===== config.mk =====
export PLATFORM = sky130hd
export DESIGN_NAME = tbl_walker
export DESIGN_NICKNAME = d
export VERILOG_FILES = /design/src/rtl/tw_pkg.sv /design/src/rtl/tw_decode.sv /design/src/rtl/tw_bypass.sv /design/src/rtl/tbl_walker.sv
export SDC_FILE = /design/constraint.sdc
export NUM_CORES = 1
export LEC_CHECK = 0
export BUFFER_PORTS_ARGS = -buffer_cell sky130_fd_sc_hd__buf_2
export CAP_MARGIN = 20
export CORE_MARGIN = 4
export CORE_UTILIZATION = 53
export DETAILED_ROUTE_END_ITERATION = 8
export PLACE_DENSITY = 0.84
export SETUP_SLACK_MARGIN = 0.4
export SLEW_MARGIN = 0
export SYNTH_ARGS = -nofsm -noshare
export SYNTH_HDL_FRONTEND = slang
export SYNTH_SLANG_ARGS = --single-unit

===== constraint.sdc =====
create_clock -name clk -period 9 [get_ports clk]
set_input_delay 0.9 -clock clk [delete_from_list [all_inputs] [get_ports clk]]
set_output_delay 0.9 -clock clk [all_outputs]
set_load 0.01 [all_outputs]

===== src/rtl/tw_pkg.sv =====
`timescale 1ns/1ps
package tw_pkg;
  localparam int VA_W      = 32;
  localparam int ENT_W     = 32;
  localparam int TBL_SHIFT = 4;
  localparam int PA_W      = VA_W + TBL_SHIFT;
  localparam int LVL_W     = 2;
  localparam int CAUSE_W   = 6;
  localparam int FC_W      = LVL_W + CAUSE_W + 2;
  localparam int REF_BIT   = 5;
  localparam int MOD_BIT   = 6;
  localparam int PG_SHIFT  = 12;
  localparam int RT_W      = 3;

  localparam logic [CAUSE_W-1:0] CAUSE_INVALID = 6'd1;
  localparam logic [CAUSE_W-1:0] CAUSE_BADTYPE = 6'd4;

  typedef enum logic [1:0] {
    ET_INVALID = 2'd0,
    ET_PTR     = 2'd1,
    ET_PAGE    = 2'd2,
    ET_RSVD    = 2'd3
  } etype_e;

  typedef enum logic [1:0] {
    DK_NEXT  = 2'd0,
    DK_LEAF  = 2'd1,
    DK_FAULT = 2'd2
  } dkind_e;

  typedef enum logic [1:0] {
    SZ_4K   = 2'd0,
    SZ_256K = 2'd1,
    SZ_16M  = 2'd2
  } pgsz_e;

  typedef enum logic [1:0] {
    ST_IDLE    = 2'd0,
    ST_RD_REQ  = 2'd1,
    ST_RD_WAIT = 2'd2,
    ST_WB_REQ  = 2'd3
  } wstate_e;
endpackage


===== src/rtl/tw_decode.sv =====
`timescale 1ns/1ps
module tw_decode
  import tw_pkg::*;
(
  input  logic [ENT_W-1:0] entry_i,
  input  logic [LVL_W-1:0] lvl_i,
  input  logic [VA_W-1:0]  va_i,
  input  logic             write_i,
  output dkind_e           kind_o,
  output logic [PA_W-1:0]  next_addr_o,
  output logic [PA_W-1:0]  leaf_pa_o,
  output pgsz_e            size_o,
  output logic [FC_W-1:0]  fault_o,
  output logic [ENT_W-1:0] upd_o,
  output logic             upd_need_o
);
  etype_e              ety;
  logic [PA_W-1:0]     tbl_base;
  logic [PA_W-1:0]     tbl_idx;
  logic [PA_W-1:0]     frame;
  logic [PA_W-1:0]     ofs;
  logic [CAUSE_W-1:0]  cause;

  assign ety      = etype_e'(entry_i[1:0]);
  assign tbl_base = PA_W'({entry_i[ENT_W-1:2], 2'b00}) << TBL_SHIFT;
  assign frame    = PA_W'(entry_i[ENT_W-1:8]) << PG_SHIFT;

  always_comb begin
    case (lvl_i)
      2'd0:    tbl_idx = PA_W'({va_i[31:24], 2'b00});
      2'd1:    tbl_idx = PA_W'({va_i[23:18], 2'b00});
      default: tbl_idx = PA_W'({va_i[17:12], 2'b00});
    endcase
  end

  always_comb begin
    case (lvl_i)
      2'd1:    ofs = PA_W'(va_i[23:0]);
      2'd2:    ofs = PA_W'(va_i[17:0]);
      default: ofs = PA_W'(va_i[11:0]);
    endcase
  end

  always_comb begin
    kind_o = DK_FAULT;
    cause  = CAUSE_BADTYPE;
    size_o = SZ_4K;
    case (ety)
      ET_INVALID: cause = CAUSE_INVALID;
      ET_PTR:     if (lvl_i != 2'd3) kind_o = DK_NEXT;
      ET_PAGE: begin
        if (lvl_i != 2'd0) begin
          kind_o = DK_LEAF;
          if (lvl_i == 2'd1)      size_o = SZ_16M;
          else if (lvl_i == 2'd2) size_o = SZ_256K;
          else                    size_o = SZ_4K;
        end
      end
      default: cause = CAUSE_BADTYPE;
    endcase
  end

  assign next_addr_o = tbl_base + tbl_idx;
  assign leaf_pa_o   = frame + ofs;
  assign fault_o     = {lvl_i, cause, 2'b00};

  always_comb begin
    upd_o          = entry_i;
    upd_o[REF_BIT] = 1'b1;
    if (write_i) upd_o[MOD_BIT] = 1'b1;
  end

  assign upd_need_o = (upd_o != entry_i);
endmodule


===== src/rtl/tw_bypass.sv =====
`timescale 1ns/1ps
module tw_bypass
  import tw_pkg::*;
#(
  parameter int BOOT_OFS_W = 19
) (
  input  logic [VA_W-1:0] va_i,
  input  logic            fetch_i,
  input  logic            boot_en_i,
  input  logic [PA_W-1:0] boot_base_i,
  output logic [PA_W-1:0] pa_o,
  output logic [RT_W-1:0] rights_o
);
  localparam logic [RT_W-1:0] RT_ALL  = 3'b111;
  localparam logic [RT_W-1:0] RT_BOOT = 3'b101;

  logic boot_hit;
  assign boot_hit = fetch_i & boot_en_i;

  always_comb begin
    if (boot_hit) begin
      pa_o     = boot_base_i | PA_W'(va_i[BOOT_OFS_W-1:0]);
      rights_o = RT_BOOT;
    end else begin
      pa_o     = PA_W'(va_i);
      rights_o = RT_ALL;
    end
  end
endmodule


===== src/rtl/tbl_walker.sv =====
`timescale 1ns/1ps
module tbl_walker
  import tw_pkg::*;
#(
  parameter int CTX_W      = 8,
  parameter int ROOT_W     = 32,
  parameter int BOOT_OFS_W = 19
) (
  input  logic              clk,
  input  logic              rst_n,
  input  logic              start_i,
  input  logic [VA_W-1:0]   va_i,
  input  logic              write_i,
  input  logic              fetch_i,
  input  logic              xlat_en_i,
  input  logic              boot_en_i,
  input  logic [ROOT_W-1:0] root_ptr_i,
  input  logic [CTX_W-1:0]  ctx_i,
  input  logic [PA_W-1:0]   boot_base_i,
  output logic              busy_o,
  output logic              done_o,
  output logic [PA_W-1:0]   pa_o,
  output logic [1:0]        size_o,
  output logic [RT_W-1:0]   rights_o,
  output logic [FC_W-1:0]   fault_o,
  output logic              mreq_valid_o,
  input  logic              mreq_ready_i,
  output logic [PA_W-1:0]   mreq_addr_o,
  output logic              mreq_we_o,
  output logic [ENT_W-1:0]  mreq_wdata_o,
  input  logic              mrsp_valid_i,
  input  logic [ENT_W-1:0]  mrsp_data_i
);
  localparam int CTX_SHIFT = 2;

  wstate_e            state_q;
  logic [VA_W-1:0]    va_q;
  logic               wr_q;
  logic [LVL_W-1:0]   lvl_q;
  logic [PA_W-1:0]    addr_q;
  logic [ENT_W-1:0]   wdata_q;
  logic [PA_W-1:0]    pa_q;
  pgsz_e              size_q;
  logic [RT_W-1:0]    rights_q;
  logic [FC_W-1:0]    fault_q;
  logic               done_q;

  logic [PA_W-1:0]    ctx_addr;
  logic [PA_W-1:0]    byp_pa;
  logic [RT_W-1:0]    byp_rights;

  dkind_e             dec_kind;
  logic [PA_W-1:0]    dec_next;
  logic [PA_W-1:0]    dec_pa;
  pgsz_e              dec_size;
  logic [FC_W-1:0]    dec_fault;
  logic [ENT_W-1:0]   dec_upd;
  logic               dec_upd_need;

  assign ctx_addr = (PA_W'(root_ptr_i) << TBL_SHIFT) + (PA_W'(ctx_i) << CTX_SHIFT);

  tw_bypass #(.BOOT_OFS_W(BOOT_OFS_W)) u_bypass (
    .va_i        (va_i),
    .fetch_i     (fetch_i),
    .boot_en_i   (boot_en_i),
    .boot_base_i (boot_base_i),
    .pa_o        (byp_pa),
    .rights_o    (byp_rights)
  );

  tw_decode u_decode (
    .entry_i     (mrsp_data_i),
    .lvl_i       (lvl_q),
    .va_i        (va_q),
    .write_i     (wr_q),
    .kind_o      (dec_kind),
    .next_addr_o (dec_next),
    .leaf_pa_o   (dec_pa),
    .size_o      (dec_size),
    .fault_o     (dec_fault),
    .upd_o       (dec_upd),
    .upd_need_o  (dec_upd_need)
  );

  always_ff @(posedge clk or negedge rst_n) begin
    if (!rst_n) begin
      state_q  <= ST_IDLE;
      va_q     <= '0;
      wr_q     <= 1'b0;
      lvl_q    <= '0;
      addr_q   <= '0;
      wdata_q  <= '0;
      pa_q     <= '0;
      size_q   <= SZ_4K;
      rights_q <= '0;
      fault_q  <= '0;
      done_q   <= 1'b0;
    end else begin
      done_q <= 1'b0;
      case (state_q)
        ST_IDLE: begin
          if (start_i) begin
            va_q <= va_i;
            wr_q <= write_i;
            if (!xlat_en_i) begin
              pa_q     <= byp_pa;
              rights_q <= byp_rights;
              size_q   <= SZ_4K;
              fault_q  <= '0;
              done_q   <= 1'b1;
            end else begin
              lvl_q   <= '0;
              addr_q  <= ctx_addr;
              state_q <= ST_RD_REQ;
            end
          end
        end
        ST_RD_REQ: begin
          if (mreq_ready_i) state_q <= ST_RD_WAIT;
        end
        ST_RD_WAIT: begin
          if (mrsp_valid_i) begin
            case (dec_kind)
              DK_NEXT: begin
                addr_q  <= dec_next;
                lvl_q   <= lvl_q + 2'd1;
                state_q <= ST_RD_REQ;
              end
              DK_LEAF: begin
                pa_q     <= dec_pa;
                size_q   <= dec_size;
                rights_q <= '0;
                fault_q  <= '0;
                if (dec_upd_need) begin
                  wdata_q <= dec_upd;
                  state_q <= ST_WB_REQ;
                end else begin
                  state_q <= ST_IDLE;
                  done_q  <= 1'b1;
                end
              end
              default: begin
                pa_q     <= '0;
                size_q   <= SZ_4K;
                rights_q <= '0;
                fault_q  <= dec_fault;
                state_q  <= ST_IDLE;
                done_q   <= 1'b1;
              end
            endcase
          end
        end
        ST_WB_REQ: begin
          if (mreq_ready_i) begin
            state_q <= ST_IDLE;
            done_q  <= 1'b1;
          end
        end
        default: state_q <= ST_IDLE;
      endcase
    end
  end

  assign busy_o       = (state_q != ST_IDLE);
  assign done_o       = done_q;
  assign pa_o         = pa_q;
  assign size_o       = size_q;
  assign rights_o     = rights_q;
  assign fault_o      = fault_q;
  assign mreq_valid_o = (state_q == ST_RD_REQ) || (state_q == ST_WB_REQ);
  assign mreq_we_o    = (state_q == ST_WB_REQ);
  assign mreq_addr_o  = addr_q;
  assign mreq_wdata_o = wdata_q;
endmodule


==> results by group <==
Timing
  • Final count of negative-setup-slack endpoints: 0
  • Post-layout min period: roughly 3800 ps
  • Fin Setup TNS: 0 ps
  • Worst hold margin: 461 ps
  • Fin crit share: approximately 43%
  • RSZ-0062 raised after global routing: no
  • Worst relative slew slack: 35.4%
  • Fmax: 260 MHz
  • Fin. Hold Viols: 0
  • Pin slew with the least headroom to its limit: between 900 and 1000 ps
  • Skew final: around 7.6 ps
  • Final Max Slew Viols: 0

Clocking
  • Sink Count: approximately 150
  • Max Root-Sink Buffers: 2
  • Post-CTS setup buffers: 0
  • CTS tree: yes
  • Hold_buf cts: 0
  • CTS root buf: clkbuf_16
  • Clk_lat worst skew: roughly 430 ps
  • Reg clk slew, reported paths: 60 ps
  • Post_cts resized: 0
  • CTS Buf Count: 17
  • H-tree Lvls: 4

Routing
  • Drt pass-1 iters: 6
  • Via count: approximately 8000
  • Final wirelength: approximately 27 mm
  • Vias per cell: roughly 6
  • DRC: 0
  • Detailed Route Iter0 Violations: 760
  • DRT antenna net count: 0
  • Average wire per standard cell: about 20 um

Synth
  • Syn Area/Cell: between 9 and 10 sq um
  • Seq cells post-synth: approximately 150
  • Cells after synthesis: approximately 890
  • Largest area contributor in the netlist: dfrtp_1
  • Syn. warnings: 0
  • Mapped Area: 8770 sq um
  • Most used DFF post-synth: dfrtp_1
  • Sequential area share after synthesis: 42.2%
  • Commonest cells in the netlist: dfrtp_1 (148), nand2_1 (79), mux2_2 (63), nor2_1 (62), a21oi_1 (51)
  • EDFF count, synth: 0
  • Asr flop ratio synth: between 90% and 100%
  • Synth cell types: 73
  • Synth area leaders: dfrtp_1 (42%), mux2_2 (8.1%), ha_1 (4.4%), xnor2_1 (3.5%), nand2_1 (3.4%)
  • Share of the synthesized area in the top cell type: between 40% and 50%
  • Top-count cell post-synth: dfrtp_1

Die
  • Chip Height: between 100 and 150 um
  • Core ar.: roughly 16000 sq um
  • # IOs: 272
  • Die width: approximately 140 um
  • Row count: 46
  • Initial Utilization: ~55%
  • Die ar.: approximately 19000 sq um

Global route
  • Met2 GRT Util: a little under half
  • First-pass GRT wire length: roughly 42 mm
  • M3 GR Usage: under 10%
  • Initial antenna violation count: 6
  • GRT Resource Usage Total: between 20 and 30%
  • Top Usage Layer GRT: met2
  • M1 GR Usage: between 30% and 40%
  • Vias in the first global route: about 7900
  • Global route overflow: 0
  • Largest net degree at the start of global routing: 92

Setup path
  • Critical Path End Type: flop
  • Worst path top cell family by delay: simple AND/OR/NAND/NOR gates
  • Crit-path cells: inv_1 > ha_1 > nor2_1 > a221o_1 > ha_1 > inv_1 > fa_1 > nand2b_1 > a21oi_2 > nand4_1 > nor2_2 > nand3_1 > xnor2_1 > a221o_1
  • CP Max Fanout: 11
  • Worst Path Required: about 9300 ps
  • Crit path kind: reg -> reg
  • Crit-path max cell delay: between 400 and 500 ps
  • WP data arrival: 4150 ps
  • Slowest cell on crit path: dfrtp_1
  • Critical path buffers and inverters: 2
  • CP startpoint kind: flop

Place
  • Inst Count DP: ~1300
  • Buffers on Ports: approximately 260
  • DP HPWL: a little over 20 mm
  • Placement Cell Area: 10100 sq um
  • GPL Wtd Cong: about 0.96

Job
  • Max-cap violations: 0

Pwr
  • Clk pwr share: about a quarter
  • Power Density: around 280 nW/um^2
  • Sw Share: roughly 37%
  • Leakage: between 5 and 6 nW
  • Comb power frac: about two fifths
  • Internal power: between 0.0015 and 0.002 W
  • Sequential share of power: 36.1%
  • IR drop worst, VDD: 148 uV
  • Switch Pwr: between 0.001 and 0.0015 W

Finish
  • Fill cells: 1242
  • Design Area, Final: 10800 sq um
  • Fraction of layout cells with a size suffix above 1: a little over a third
  • Final nets: around 1300
  • Util after Layout: ~67%
  • Layout overhead on the synthesized area: 23.1%
  • Finished Layout Cells: around 1400

Worst hold path
  • Min-delay worst type: reg -> reg

Outcome
  • Outcome: completed
## power groups by stage
stage,sequential (W),clock [W],combinational [W]
2_1_floorplan,0.00114,0,0.000665
3_3_place_gp,0.00110,0,0.00111
3_5_place_dp,0.00110,0,0.00115
4_1_cts,0.00109,0.000796,0.00116
5_1_grt,0.00113,0.000823,0.00127
6_report,0.00110,0.000785,0.00116
## worst register-to-register path, cell delays in order, from the launching register on
cell and delay [ps]:
dfrtp_1 430, inv_1 110, ha_1 350, nor2_1 360, a221o_1 270, ha_1 180
inv_1 50, fa_1 370, nand2b_1 200, a21oi_2 330, nand4_1 280, nor2_2 210
nand3_1 110, xnor2_1 140, a221o_1 320
## layer usage
| layer | routed length, um | share of wire (%) |
|---|---|---|
| met3 | 2660 | 9.8 |
| met2 | 12900 | 47 |
| met5 | 56 | 0.21 |
| met4 | 850 | 3.1 |
| met1 | 10800 | 40 |
## path summary, 6_finish.rpt
kind                            startpoint         endpoint  slack, ps  cells past startpoint
hold / removal             mreq_wdata_o[5]  mreq_wdata_o[5]        460                      1
max in group asynchronous            rst_n  mreq_addr_o[14]       7230                      2
setup reg to reg                  lvl_q[0]  mreq_addr_o[34]       5160                     14
hold reg to reg            mreq_wdata_o[5]  mreq_wdata_o[5]        460                      1
setup / recovery                  lvl_q[0]  mreq_addr_o[34]       5160                     14
min in group asynchronous            rst_n         va_q[10]        510                      1
## registers in the layout (all words and copies together) (netlist names), 2 cells and up
signal	count
fault_o	4
rights_o	2
lvl_q	2
size_o	2
mreq_addr_o	34
pa_o	36
state_q	2
mreq_wdata_o	32
va_q	32
## area by class of cell
class	instances	area (sq um)	share of cell area [%]
inverters	18	67.6	0.626
diodes	2	5.00	0.0464
clock inverters	15	230	2.13
clock buffers	17	425	3.94
multi-input cells	669	4710	43.6
repair buffers	271	1380	12.8
well taps	216	270	2.50
flip-flops and latches	148	3700	34.3
## logic make-up (layout without fill, tap and decap cells)
logic type	after synthesis	in the layout	share of synthesized area, %
xor gates and xnor gates	63	63	6.29
buffers and inverters	75	321	4.40
DFF	148	148	42.2
AOI/OAI and AO/OA	206	206	15.9
muxes	76	76	9.58
other	1	10	0.0428
and+or+nand+nor	282	282	16.5
adders and majority gates	34	34	5.11
## layout by cell type (no fill, tap or decap), types with 4 or more instances in the layout
| cell type | n |
|---|---|
| a21o_1 | 6 |
| a21oi_1 | 51 |
| or3_1 | 4 |
| buf_2 | 262 |
| nor2_1 | 62 |
| nor3_1 | 14 |
| buf_4 | 8 |
| nand2b_1 | 6 |
| nand4_1 | 13 |
| nor2_2 | 6 |
| nand3_1 | 34 |
| xnor2_1 | 35 |
| mux2_2 | 63 |
| a221o_1 | 18 |
| o211ai_1 | 5 |
| a211oi_1 | 5 |
| dfrtp_1 | 148 |
| ha_1 | 31 |
| inv_1 | 18 |
| a22oi_1 | 10 |
| and3_1 | 11 |
| bufinv_16 | 5 |
| mux2i_1 | 13 |
| o21ai_1 | 8 |
| nand2_1 | 79 |
| a31oi_1 | 6 |
| or4_1 | 4 |
| and2_1 | 17 |
| nor2b_1 | 4 |
| conb_1 | 8 |
| o21ai_0 | 46 |
| o221ai_1 | 17 |
| and4_1 | 5 |
| clkinv_4 | 5 |
| xor2_1 | 28 |
| o21a_1 | 4 |
| o31ai_1 | 6 |
| clkbuf_16 | 17 |
## metrics by stage
step / total power (W) / setup WS (ps)
6_report: 0.00304 / 5160
5_1_grt: 0.00322 / 4930
4_1_cts: 0.00304 / 5210
3_5_place_dp: 0.00225 / 5230
3_3_place_gp: 0.00221 / 5430
2_1_floorplan: 0.00180 / 5640
Note: power is estimated with default switching activity, not from simulation.
